--- src/rtl/bwm_pkg.sv ---
`timescale 1ns/1ps
package bwm_pkg;
  typedef enum logic [1:0] {
    ST_IDLE = 2'd0,
    ST_ADDR = 2'd1,
    ST_DATA = 2'd2,
    ST_RESP = 2'd3
  } wr_state_e;

  localparam logic [1:0] BURST_INCR = 2'b01;
  localparam logic [1:0] RESP_OKAY  = 2'b00;
endpackage

--- src/rtl/bwm_fifo.sv ---
`timescale 1ns/1ps
// Synchronous FIFO with a registered RAM read and a show-ahead head word.
module bwm_fifo #(
  parameter int WIDTH = 96,
  parameter int DEPTH = 32,
  parameter int CNT_W = $clog2(DEPTH + 1)
) (
  input  logic             clk,
  input  logic             rst,
  input  logic             wr_en,
  input  logic [WIDTH-1:0] wr_data,
  input  logic             rd_en,
  output logic [WIDTH-1:0] rd_data,
  output logic [CNT_W-1:0] count,
  output logic             full
);
  localparam int PW = (DEPTH > 1) ? $clog2(DEPTH) : 1;
  localparam logic [PW-1:0]    LAST_PTR = PW'(DEPTH - 1);
  localparam logic [CNT_W-1:0] CAP      = CNT_W'(DEPTH);

  logic [WIDTH-1:0] mem [DEPTH];
  logic [PW-1:0]    wr_ptr, rd_ptr, raddr;
  logic [WIDTH-1:0] rd_q, wbuf_q;
  logic             byp_q;
  logic             wr_ok, rd_ok;

  function automatic logic [PW-1:0] step_ptr(input logic [PW-1:0] p);
    return (p == LAST_PTR) ? '0 : p + 1'b1;
  endfunction

  assign full  = (count == CAP);
  assign wr_ok = wr_en && !full;
  assign rd_ok = rd_en && (count != '0);
  assign raddr = rd_ok ? step_ptr(rd_ptr) : rd_ptr;

  // RAM: one write port, one registered read port.
  always_ff @(posedge clk) begin
    if (wr_ok) mem[wr_ptr] <= wr_data;
    rd_q <= mem[raddr];
  end

  always_ff @(posedge clk) begin
    if (rst) begin
      wr_ptr <= '0;
      rd_ptr <= '0;
      count  <= '0;
      byp_q  <= 1'b0;
      wbuf_q <= '0;
    end else begin
      if (wr_ok) wr_ptr <= step_ptr(wr_ptr);
      if (rd_ok) rd_ptr <= step_ptr(rd_ptr);
      case ({wr_ok, rd_ok})
        2'b10:   count <= count + 1'b1;
        2'b01:   count <= count - 1'b1;
        default: count <= count;
      endcase
      // A write to the location being read lands in the head next cycle.
      byp_q  <= wr_ok && (wr_ptr == raddr);
      wbuf_q <= wr_data;
    end
  end

  assign rd_data = byp_q ? wbuf_q : rd_q;

  // occupancy never exceeds the capacity.
  a_r9_count_bound: assert property (@(posedge clk) disable iff (rst)
    count <= CAP);
  // a push into a full FIFO without a pop leaves the count unchanged.
  a_r9_drop_full: assert property (@(posedge clk) disable iff (rst)
    (wr_en && full && !rd_en) |=> (count == $past(count)));
endmodule

--- src/rtl/bwm_ctrl.sv ---
`timescale 1ns/1ps
// Sequencer: address phase, then data beats, then response, one at a time.
module bwm_ctrl
  import bwm_pkg::*;
#(
  parameter int DATA_W = 64,
  parameter int ADDR_W = 32,
  parameter int BEATS  = 16,
  parameter int CNT_W  = 6
) (
  input  logic                clk,
  input  logic                rst,
  input  logic [CNT_W-1:0]    fifo_count,
  input  logic [DATA_W-1:0]   head_data,
  input  logic [ADDR_W-1:0]   head_addr,
  output logic                pop,
  output logic [ADDR_W-1:0]   awaddr,
  output logic [7:0]          awlen,
  output logic [2:0]          awsize,
  output logic [1:0]          awburst,
  output logic                awvalid,
  input  logic                awready,
  output logic [DATA_W-1:0]   wdata,
  output logic [DATA_W/8-1:0] wstrb,
  output logic                wlast,
  output logic                wvalid,
  input  logic                wready,
  input  logic [1:0]          bresp,
  input  logic                bvalid,
  output logic                bready,
  output logic                busy,
  output logic                done,
  output logic                resp_err
);
  localparam int BW = (BEATS > 1) ? $clog2(BEATS) : 1;
  localparam logic [BW-1:0]    LAST_IDX = BW'(BEATS - 1);
  localparam logic [BW-1:0]    PREV_IDX = BW'(BEATS - 2);
  localparam logic [CNT_W-1:0] LAUNCH   = CNT_W'(BEATS);

  wr_state_e     state_q;
  logic [BW-1:0] beat_q;
  logic          aw_hs, w_hs, b_hs;

  assign aw_hs   = awvalid && awready;
  assign w_hs    = wvalid && wready;
  assign b_hs    = bvalid && bready;
  assign pop     = w_hs;
  assign wdata   = head_data;
  assign wstrb   = '1;
  assign awlen   = 8'(BEATS - 1);
  assign awsize  = 3'($clog2(DATA_W / 8));
  assign awburst = BURST_INCR;
  assign busy    = (state_q != ST_IDLE);

  always_ff @(posedge clk) begin
    if (rst) begin
      state_q  <= ST_IDLE;
      beat_q   <= '0;
      awaddr   <= '0;
      awvalid  <= 1'b0;
      wvalid   <= 1'b0;
      wlast    <= 1'b0;
      bready   <= 1'b0;
      done     <= 1'b0;
      resp_err <= 1'b0;
    end else begin
      done <= 1'b0;
      case (state_q)
        ST_IDLE: begin
          if (fifo_count >= LAUNCH) begin
            state_q <= ST_ADDR;
            awvalid <= 1'b1;
            awaddr  <= head_addr;
          end
        end
        ST_ADDR: begin
          if (aw_hs) begin
            state_q <= ST_DATA;
            awvalid <= 1'b0;
            wvalid  <= 1'b1;
            wlast   <= (BEATS == 1);
            beat_q  <= '0;
          end
        end
        ST_DATA: begin
          if (w_hs) begin
            if (beat_q == LAST_IDX) begin
              state_q <= ST_RESP;
              wvalid  <= 1'b0;
              wlast   <= 1'b0;
              bready  <= 1'b1;
            end else begin
              beat_q <= beat_q + 1'b1;
              wlast  <= (beat_q == PREV_IDX);
            end
          end
        end
        ST_RESP: begin
          if (b_hs) begin
            state_q <= ST_IDLE;
            bready  <= 1'b0;
            done    <= 1'b1;
            if (bresp != RESP_OKAY) resp_err <= 1'b1;
          end
        end
        default: state_q <= ST_IDLE;
      endcase
    end
  end

  // an address phase starts only on a full burst of stored words.
  a_r2_launch_threshold: assert property (@(posedge clk) disable iff (rst)
    $rose(awvalid) |-> ($past(fifo_count) >= LAUNCH));
  // the address request holds until accepted.
  a_r3_aw_hold: assert property (@(posedge clk) disable iff (rst)
    (awvalid && !awready) |=> (awvalid && $stable(awaddr)));
  // data never overlaps the address phase or the response wait.
  a_r4_w_after_aw: assert property (@(posedge clk) disable iff (rst)
    wvalid |-> (!awvalid && !bready));
  // the final beat ends the data phase and opens the response wait.
  a_r5_last_ends_data: assert property (@(posedge clk) disable iff (rst)
    (w_hs && wlast) |=> (!wvalid && bready));
  // a stalled beat holds its data.
  a_r6_w_hold: assert property (@(posedge clk) disable iff (rst)
    (wvalid && !wready) |=> (wvalid && $stable(wdata) && $stable(wlast)));
  // the response handshake produces the done pulse and frees the block.
  a_r7_done_after_b: assert property (@(posedge clk) disable iff (rst)
    b_hs |=> (done && !busy));
  // the error flag never clears.
  a_r8_err_sticky: assert property (@(posedge clk) disable iff (rst)
    resp_err |=> resp_err);
  // any channel activity implies busy.
  a_r10_busy_cover: assert property (@(posedge clk) disable iff (rst)
    (awvalid || wvalid || bready) |-> busy);
endmodule

--- src/rtl/burst_write_master.sv ---
`timescale 1ns/1ps
module burst_write_master #(
  parameter int DATA_W     = 64,
  parameter int ADDR_W     = 32,
  parameter int BURST_LEN  = 16,
  parameter int FIFO_DEPTH = 32
) (
  input  logic                clk,
  input  logic                rst,
  input  logic                push_valid,
  input  logic [DATA_W-1:0]   push_data,
  input  logic [ADDR_W-1:0]   push_addr,
  output logic [ADDR_W-1:0]   awaddr,
  output logic [7:0]          awlen,
  output logic [2:0]          awsize,
  output logic [1:0]          awburst,
  output logic                awvalid,
  input  logic                awready,
  output logic [DATA_W-1:0]   wdata,
  output logic [DATA_W/8-1:0] wstrb,
  output logic                wlast,
  output logic                wvalid,
  input  logic                wready,
  input  logic [1:0]          bresp,
  input  logic                bvalid,
  output logic                bready,
  output logic                busy,
  output logic                done,
  output logic                overflow,
  output logic                bresp_err
);
  localparam int ENTRY_W = DATA_W + ADDR_W;
  localparam int CNT_W   = $clog2(FIFO_DEPTH + 1);

  logic [ENTRY_W-1:0] head;
  logic [CNT_W-1:0]   fifo_count;
  logic               fifo_full;
  logic               pop;

  bwm_fifo #(
    .WIDTH (ENTRY_W),
    .DEPTH (FIFO_DEPTH),
    .CNT_W (CNT_W)
  ) u_fifo (
    .clk     (clk),
    .rst     (rst),
    .wr_en   (push_valid),
    .wr_data ({push_addr, push_data}),
    .rd_en   (pop),
    .rd_data (head),
    .count   (fifo_count),
    .full    (fifo_full)
  );

  bwm_ctrl #(
    .DATA_W (DATA_W),
    .ADDR_W (ADDR_W),
    .BEATS  (BURST_LEN),
    .CNT_W  (CNT_W)
  ) u_ctrl (
    .clk        (clk),
    .rst        (rst),
    .fifo_count (fifo_count),
    .head_data  (head[DATA_W-1:0]),
    .head_addr  (head[ENTRY_W-1:DATA_W]),
    .pop        (pop),
    .awaddr     (awaddr),
    .awlen      (awlen),
    .awsize     (awsize),
    .awburst    (awburst),
    .awvalid    (awvalid),
    .awready    (awready),
    .wdata      (wdata),
    .wstrb      (wstrb),
    .wlast      (wlast),
    .wvalid     (wvalid),
    .wready     (wready),
    .bresp      (bresp),
    .bvalid     (bvalid),
    .bready     (bready),
    .busy       (busy),
    .done       (done),
    .resp_err   (bresp_err)
  );

  always_ff @(posedge clk) begin
    if (rst)                           overflow <= 1'b0;
    else if (push_valid && fifo_full)  overflow <= 1'b1;
  end

  // a push into a full FIFO raises the overflow flag.
  a_r9_overflow_set: assert property (@(posedge clk) disable iff (rst)
    (push_valid && fifo_full) |=> overflow);
  // the overflow flag is sticky.
  a_r9_overflow_sticky: assert property (@(posedge clk) disable iff (rst)
    overflow |=> overflow);
endmodule

--- config.mk ---
export PLATFORM = sky130hd
export DESIGN_NAME = burst_write_master
export DESIGN_NICKNAME = d
export VERILOG_FILES = /design/src/rtl/bwm_pkg.sv /design/src/rtl/bwm_fifo.sv /design/src/rtl/bwm_ctrl.sv /design/src/rtl/burst_write_master.sv
export SDC_FILE = /design/constraint.sdc
export NUM_CORES = 2
export LEC_CHECK = 0
export BUFFER_PORTS_ARGS = -buffer_cell sky130_fd_sc_hd__buf_2
export CORE_ASPECT_RATIO = 0.8
export CORE_MARGIN = 4
export CORE_UTILIZATION = 45
export CTS_BUF_LIST = sky130_fd_sc_hd__clkbuf_4 sky130_fd_sc_hd__clkbuf_8
export DETAILED_ROUTE_END_ITERATION = 10
export SLEW_MARGIN = 20
export SYNTH_ARGS = -nofsm -noshare
export SYNTH_HDL_FRONTEND = slang
export SYNTH_HIERARCHICAL = 1
export SYNTH_SLANG_ARGS = --single-unit
export TNS_END_PERCENT = 1
--- constraint.sdc ---
create_clock -name clk -period 11.8 [get_ports clk]
set_input_delay 2.36 -clock clk [delete_from_list [all_inputs] [get_ports clk]]
set_output_delay 2.36 -clock clk [all_outputs]
set_load 0.01 [all_outputs]
Yosys cells after proc, flatten, opt, wreduce, memory -nomap -nowiden
Memories as Yosys holds them, arrays and structs flattened. A register that Yosys moved wholly into a read port is not among the register bits.
Cells that the tools add are included.
Operators by class
  add/subtract/negate cells: 5
  magnitude comparators: 1
  equal/unequal tests: 17
  mux-type cells: 32
  bitwise gates (word level): 1
  reduce and logical (&&, ||, !) cells: 25
Operators by type and width (number)
  2-to-1 mux 96 bit: 1
  2-to-1 mux 5 bit: 3
  2-to-1 mux 1 bit: 13
  2-to-1 mux 4 bit: 3
  case mux 6 bit (2 select lines): 1
  AND reduction 4 bit: 3
  nonzero test 2 bit: 6
  adder 5 x 1 -> 5 bit, second input constant: 2
  == test 5 bit, second input constant: 2
  2-to-1 mux 2 bit: 5
  AND reduction 3 bit: 3
  == test 4 bit, second input constant: 2
  != test 2 x 1 -> 1 bit, second input constant: 4
  case mux 1 bit (2 select lines): 4
  case mux 2 bit (4 select lines): 1
  case mux 4 bit (2 select lines): 1
  logical AND 1 bit: 7
  adder 6 x 1 -> 6 bit, second input constant: 1
  == test 2 bit, second input constant: 3
  == test 6 bit, second input constant: 1
  >= comparator 6 x 5 -> 1 bit, second input constant: 1
  nonzero test 6 bit: 1
  subtractor 6 x 1 -> 6 bit, second input constant: 1
  == test 5 bit: 1
  other kinds (9): 11
Storage, ports and cells
  bits in registers: 158
  memory bits (writable): 3072
  bits of input ports: 104
  output and inout port bits: 125
  logic and storage cells: 97
  memories: 1
Memories
  u_fifo.mem: words 32, bits a word 96, rd ports 1, clocked after memory_dff 1, write ports 1, RTL line bwm_fifo.sv:21  | logic [WIDTH-1:0] mem [DEPTH];

Longest topological paths before layout
  word-level depth: 5
  gate-level depth with buffers: 17
  mapped depth without buffers: 13

Modules after synthesis
Netlist, hierarchy kept.
Modules (own cells, without submodules)
  bwm_fifo: instances 1, cells an instance 8427, area each 127006.8 um^2, seq. area each 96432.5 um^2
  bwm_ctrl: instances 1, cells an instance 308, area each 2441.1 um^2, seq. area each 880.8 um^2
  burst_write_master: instances 1, cells an instance 3, area each 28.8 um^2, seq. area each 20.0 um^2

Worst setup path before layout
OpenSTA, ideal clock, no wires.
  kind: input to register
  start point: in push_valid
  end point: mem u_fifo.mem[15][0] (enable)
  library setup time: 552 ps
  data arrival time: 6916 ps
  data required time: 11248 ps
  setup slack: 4332 ps
  stages on the path: 4
  buffers on the path: 1
  path through: and2_1 > clkbuf_1 > nand2_1 > nor2_1
On the way
  longest elaborated chain between the ends: 3
RTL lines
  start, declared: RTL line burst_write_master.sv:10  | input logic push_valid,
  logical AND 1 bit: RTL line bwm_fifo.sv:32  | assign wr_ok = wr_en && !full;
  2-to-1 mux 1 bit: RTL line bwm_fifo.sv:38  | if (wr_ok) mem[wr_ptr] <= wr_data;
  2-to-1 mux 1 bit (not written as such): RTL line bwm_fifo.sv:38
  end, declared: RTL line bwm_fifo.sv:21
No other way between the ends.

Worst setup path in the final report
  start point: in wready
  end point: reg u_fifo.rd_q[56] (read register of u_fifo.mem)
On the way
  longest elaborated chain between the ends: 3
RTL lines
  start, declared: RTL line burst_write_master.sv:23  | input logic wready,
  logical AND 1 bit: RTL line bwm_ctrl.sv:45  | assign w_hs = wvalid && wready;
  via pop: RTL line burst_write_master.sv:38  | logic pop;
  logical AND 1 bit: RTL line bwm_fifo.sv:33  | assign rd_ok = rd_en && (count != '0);
  2-to-1 mux 5 bit: RTL line bwm_fifo.sv:34  | assign raddr = rd_ok ? step_ptr(rd_ptr) : rd_ptr;
  end, declared: RTL line bwm_fifo.sv:23  | logic [WIDTH-1:0] rd_q, wbuf_q;
The timed path passes the listed nets, and every way through them passes these cells.
A chain may end at the register's enable or synchronous reset.

==> Flow_metrics.wiki <==
{| class="wikitable"
! Metric !! Value
|-
| VDD IR max || 0.224 mV
|-
| Synthesis-to-finish area growth || 11.6%
|-
| Maximum number of pins on one net before global-route repair || 175
|-
| Unique masters post-synth || 60
|-
| Overall overflow remaining after global route || 0
|-
| Type of destination of the critical path || register
|-
| Effective utilization at floorplan || 0.454
|-
| Setup ws final || 4980 ps
|-
| Avg Synthesized Cell Area || 14.8 um^2
|-
| Die footprint || 296000 um^2
|-
| Syn. warnings || 6
|-
| Setup repair after global routing missed its margin || false
|-
| Kind of critical path || in2reg
|-
| Startpoint class of the critical path || primary input
|-
| Overall power of the completed layout || 29.2 mW
|-
| Post-synthesis share of cell area spent on full adders, half adders and majority gates || 0.00155
|-
| Gp weighted congestion || 0.782
|-
| Clk sinks || 3326
|-
| Vias || 81700
|-
| HPWL Detailed || 189 mm
|-
| Arrival time reported for the critical path endpoint || 7730 ps
|-
| Netlist area before placement || 129000 um^2
|-
| Vias in the first global route || 78000
|-
| Post-cts gate resize count || 0
|-
| Setup Viol. Count Final || 0
|-
| Period utilisation layout || 0.578
|-
| End of the worst register-to-register path || u_fifo/rd_q[56]
|-
| TNS Setup || 0 ps
|-
| Max-Slew Margin vs Limit || 0.168
|-
| Buffer type at the clock tree root || clkbuf_8
|-
| DRC viols || 0
|-
| LEAKAGE || 48.4 nW
|-
| Power density of the placed cells || 202 nW/um^2
|-
| Layout net count || 9015
|-
| Class of the tightest hold or removal check || reg2reg
|-
| Share of post-route cells with drive strength above 1 || 0.153
|-
| Simple-gate share of the synthesized area || 0.0906
|-
| Endpoint with the worst hold slack || u_ctrl/awaddr[0]
|-
| Worst reg2reg setup slack || 5850 ps
|-
| Antenna violations before repair || 47
|-
| Maximum buffer depth of the clock tree || 4
|-
| Overall routed net length || 394 mm
|-
| Number of vias per cell || 6.22
|-
| Worst hold margin || 451 ps
|-
| Most instantiated flip-flop cell in the synthesis netlist || edfxtp_1
|-
| Top cells by area, synth || edfxtp_1 71%, nand2_1 4.5%, dfxtp_1 3.9%, a211oi_1 3.3%, a311oi_1 3.1%
|-
| Number of ports placed on the die boundary || 229
|-
| Fraction of post-synthesis cell area in the top cell type by area || 0.712
|-
| Synthesized-area fraction occupied by ao, oa, aoi and oai cells || 0.0974
|-
| Final Hold Vio Count || 0
|-
| DIE WIDTH || 608 um
|-
| Total Routing Usage GR || 0.257
|-
| Number of H-tree levels || 6
|-
| Share of synthesized flip-flops with an asynchronous set or reset || 0
|-
| Largest family of logic cells by synthesized area || compound AO/OA/AOI/OAI gates
|-
| Xor/xnor cell area share of the yosys netlist || 0.000744
|-
| CTS tree || built
|-
| Site row count || 175
|-
| Clock slew at reported path FFs || 60 ps
|-
| Count of routing violations after the opening detailed-route iteration || 10100
|-
| Cell accounting for the most synthesized area || edfxtp_1
|-
| Critical path required time || 12710 ps
|-
| Global-route wire length before repair || 560 mm
|-
| Worst hold path stage count || 2
|-
| Number of register bits inferred by synthesis || 3326
|-
| Layout Skew || 44.4 ps
|-
| Launching point of the worst reg2reg path || u_fifo/rd_ptr[1]
|-
| Number of cell instances on the worst register-to-register path || 13
|-
| Die Y-Extent || 488 um
|-
| Post-CTS setup buffer count || 0
|-
| Placeable core region || 285000 um^2
|-
| Maximum fanout along the worst path || 67
|-
| Sequential cell area fraction in the yosys report || 0.752
|-
| Tightest Pin Transition || 1240 ps
|-
| Time the final worst path needs with I/O delays and setup || 6820 ps
|-
| Final slew viol count || 0
|-
| Number of cells produced by synthesis || 8738
|-
| Multiplexer fraction of the synthesized cell area || 0.0300
|-
| Setup crit start || wready
|-
| Maximum clock frequency || 147 MHz
|-
| Antenna violation net count after detailed routing || 0
|-
| Post-Place Worst Slack || 4090 ps
|-
| Hold Path Origin || u_ctrl/awaddr[0]
|-
| Detailed-routing iteration count for the pre-antenna-repair pass || 5
|-
| Count of maximum capacitance violations || 0
|-
| Hold buffers post-CTS || 0
|-
| Detail-routed net length per standard cell || 30.0 um
|-
| Number of synthesized flops with an enable pin || 3072
|-
| Input/output buffers || 207
|-
| Number of buffers inserted during clock tree synthesis || 531
|-
| Clock latency on the worst-skew pair || 1030 ps
|-
| Run status || complete, no violations
|}
==> worst max-delay path: stages <==
cell and delay [ps]:
buf_2 120, and2_1 440, nor2b_1 140, a311oi_4 730, buf_4 650, and2_4 670, buf_4 780, buf_4 780
nand2_1 120, a311oi_1 310, nor3_1 140, nor4_1 290
==> metrics by stage <==
| stage | util | cell area (um^2) | std cells |
|---|---|---|---|
| after global placement | 0.469 | 134000 | 12200 |
| after CTS | 0.506 | 144000 | 13100 |
| after detailed placement | 0.469 | 134000 | 12200 |
| final | 0.506 | 144000 | 13100 |
| after floorplan | - | 130000 | 8757 |
| after global routing | 0.506 | 144000 | 13100 |
==> metal layers <==
layer | GRT usage | up-vias | part of all wire
met1 | 0.374 | 42000 | 0.42
met4 | 0.0679 | 22 | 0.023
met3 | 0.0595 | 685 | 0.11
li1 | - | 34500 | -
met5 | 0 | - | 0.00032
met2 | 0.391 | 4545 | 0.45
==> final cells by class <==
type                            count  area [um^2]
Antenna cell                       11         27.5
Sequential cell                  3326        97300
Clock buffer                      811         9690
Fill cell                       23700       141000
Tap cell                         3805         4760
Timing Repair Buffer              373         2650
Multi-Input combinational cell   4645        29100
Inverter                           18         67.6
Clock inverter                    143          881
==> flip-flops by register name, indices dropped and copies added (netlist names) <==
name / count
u_ctrl/awaddr: 32
u_ctrl/state_q: 2
u_ctrl/wvalid: 1
u_fifo/wr_ptr: 5
u_ctrl/done: 1
u_ctrl/awvalid: 1
u_fifo/mem: 3072
u_fifo/wbuf_q: 96
u_ctrl/resp_err: 1
overflow: 1
u_fifo/byp_q: 1
u_fifo/count: 6
u_ctrl/wlast: 1
u_ctrl/bready: 1
u_ctrl/beat_q: 4
u_fifo/rd_q: 96
u_fifo/rd_ptr: 5
==> logic make-up after synthesis <==
| family | after synthesis |
|---|---|
| AO/OA/AOI/OAI | 1667 |
| XOR/XNOR | 11 |
| adder cells (fa/ha/maj) | 16 |
| buffers and inverters | 786 |
| flip-flops | 3326 |
| multiplexers | 376 |
| other | 2 |
| AND/OR/NAND/NOR | 2554 |
==> placed cells by master, fill, tap and decap left out, types with 206 or more instances in the layout <==
cell,instances
and3_1,533
a311oi_1,453
a211oi_1,569
clkbuf_8,575
dfxtp_1,253
clkbuf_4,236
buf_2,206
nand2_1,1546
edfxtp_1,3072
mux2i_1,278
==> power by group <==
| group | internal [mW] | leakage [nW] | switching [mW] | total (mW) |
|---|---|---|---|---|
| Combinational | 1.95 | 13.0 | 4.09 | 6.04 |
| Sequential | 13.1 | 29.8 | 0.139 | 13.3 |
| Clock | 5.36 | 5.59 | 4.50 | 9.86 |
==> cells in the mapped netlist, drive strengths merged (3+ instances only) <==
| cell type | n |
|---|---|
| a211oi | 569 |
| or3b | 3 |
| dfxtp | 254 |
| o21ai | 83 |
| nand3b | 6 |
| a31oi | 168 |
| and2 | 6 |
| or3 | 5 |
| nor4 | 62 |
| a311oi | 454 |
| a21boi | 3 |
| inv | 17 |
| xor2 | 3 |
| mux2 | 97 |
| edfxtp | 3072 |
| xnor2 | 8 |
| o22ai | 110 |
| nand2 | 1557 |
| nor3 | 68 |
| nor2 | 64 |
| mux2i | 279 |
| nor3b | 3 |
| o31ai | 3 |
| and3 | 533 |
| buf | 310 |
| clkbuf | 458 |
| a21oi | 83 |
| ha | 16 |
| o221ai | 46 |
| nand3 | 134 |
| nor2b | 100 |
| a32oi | 138 |
| nand4 | 8 |
==> worst max-delay path by stage <==
stage	cells past startpoint	slack, ps	end
2_1_floorplan	4	4330	u_fifo/mem[15][0]
3_3_place_gp	12	4080	u_fifo/rd_q[58]
3_5_place_dp	12	4090	u_fifo/rd_q[56]
4_1_cts	12	5210	u_fifo/rd_q[56]
5_1_grt	12	4810	u_fifo/rd_q[76]
6_report	12	4980	u_fifo/rd_q[56]
Power figures use the tool's default switching activity.
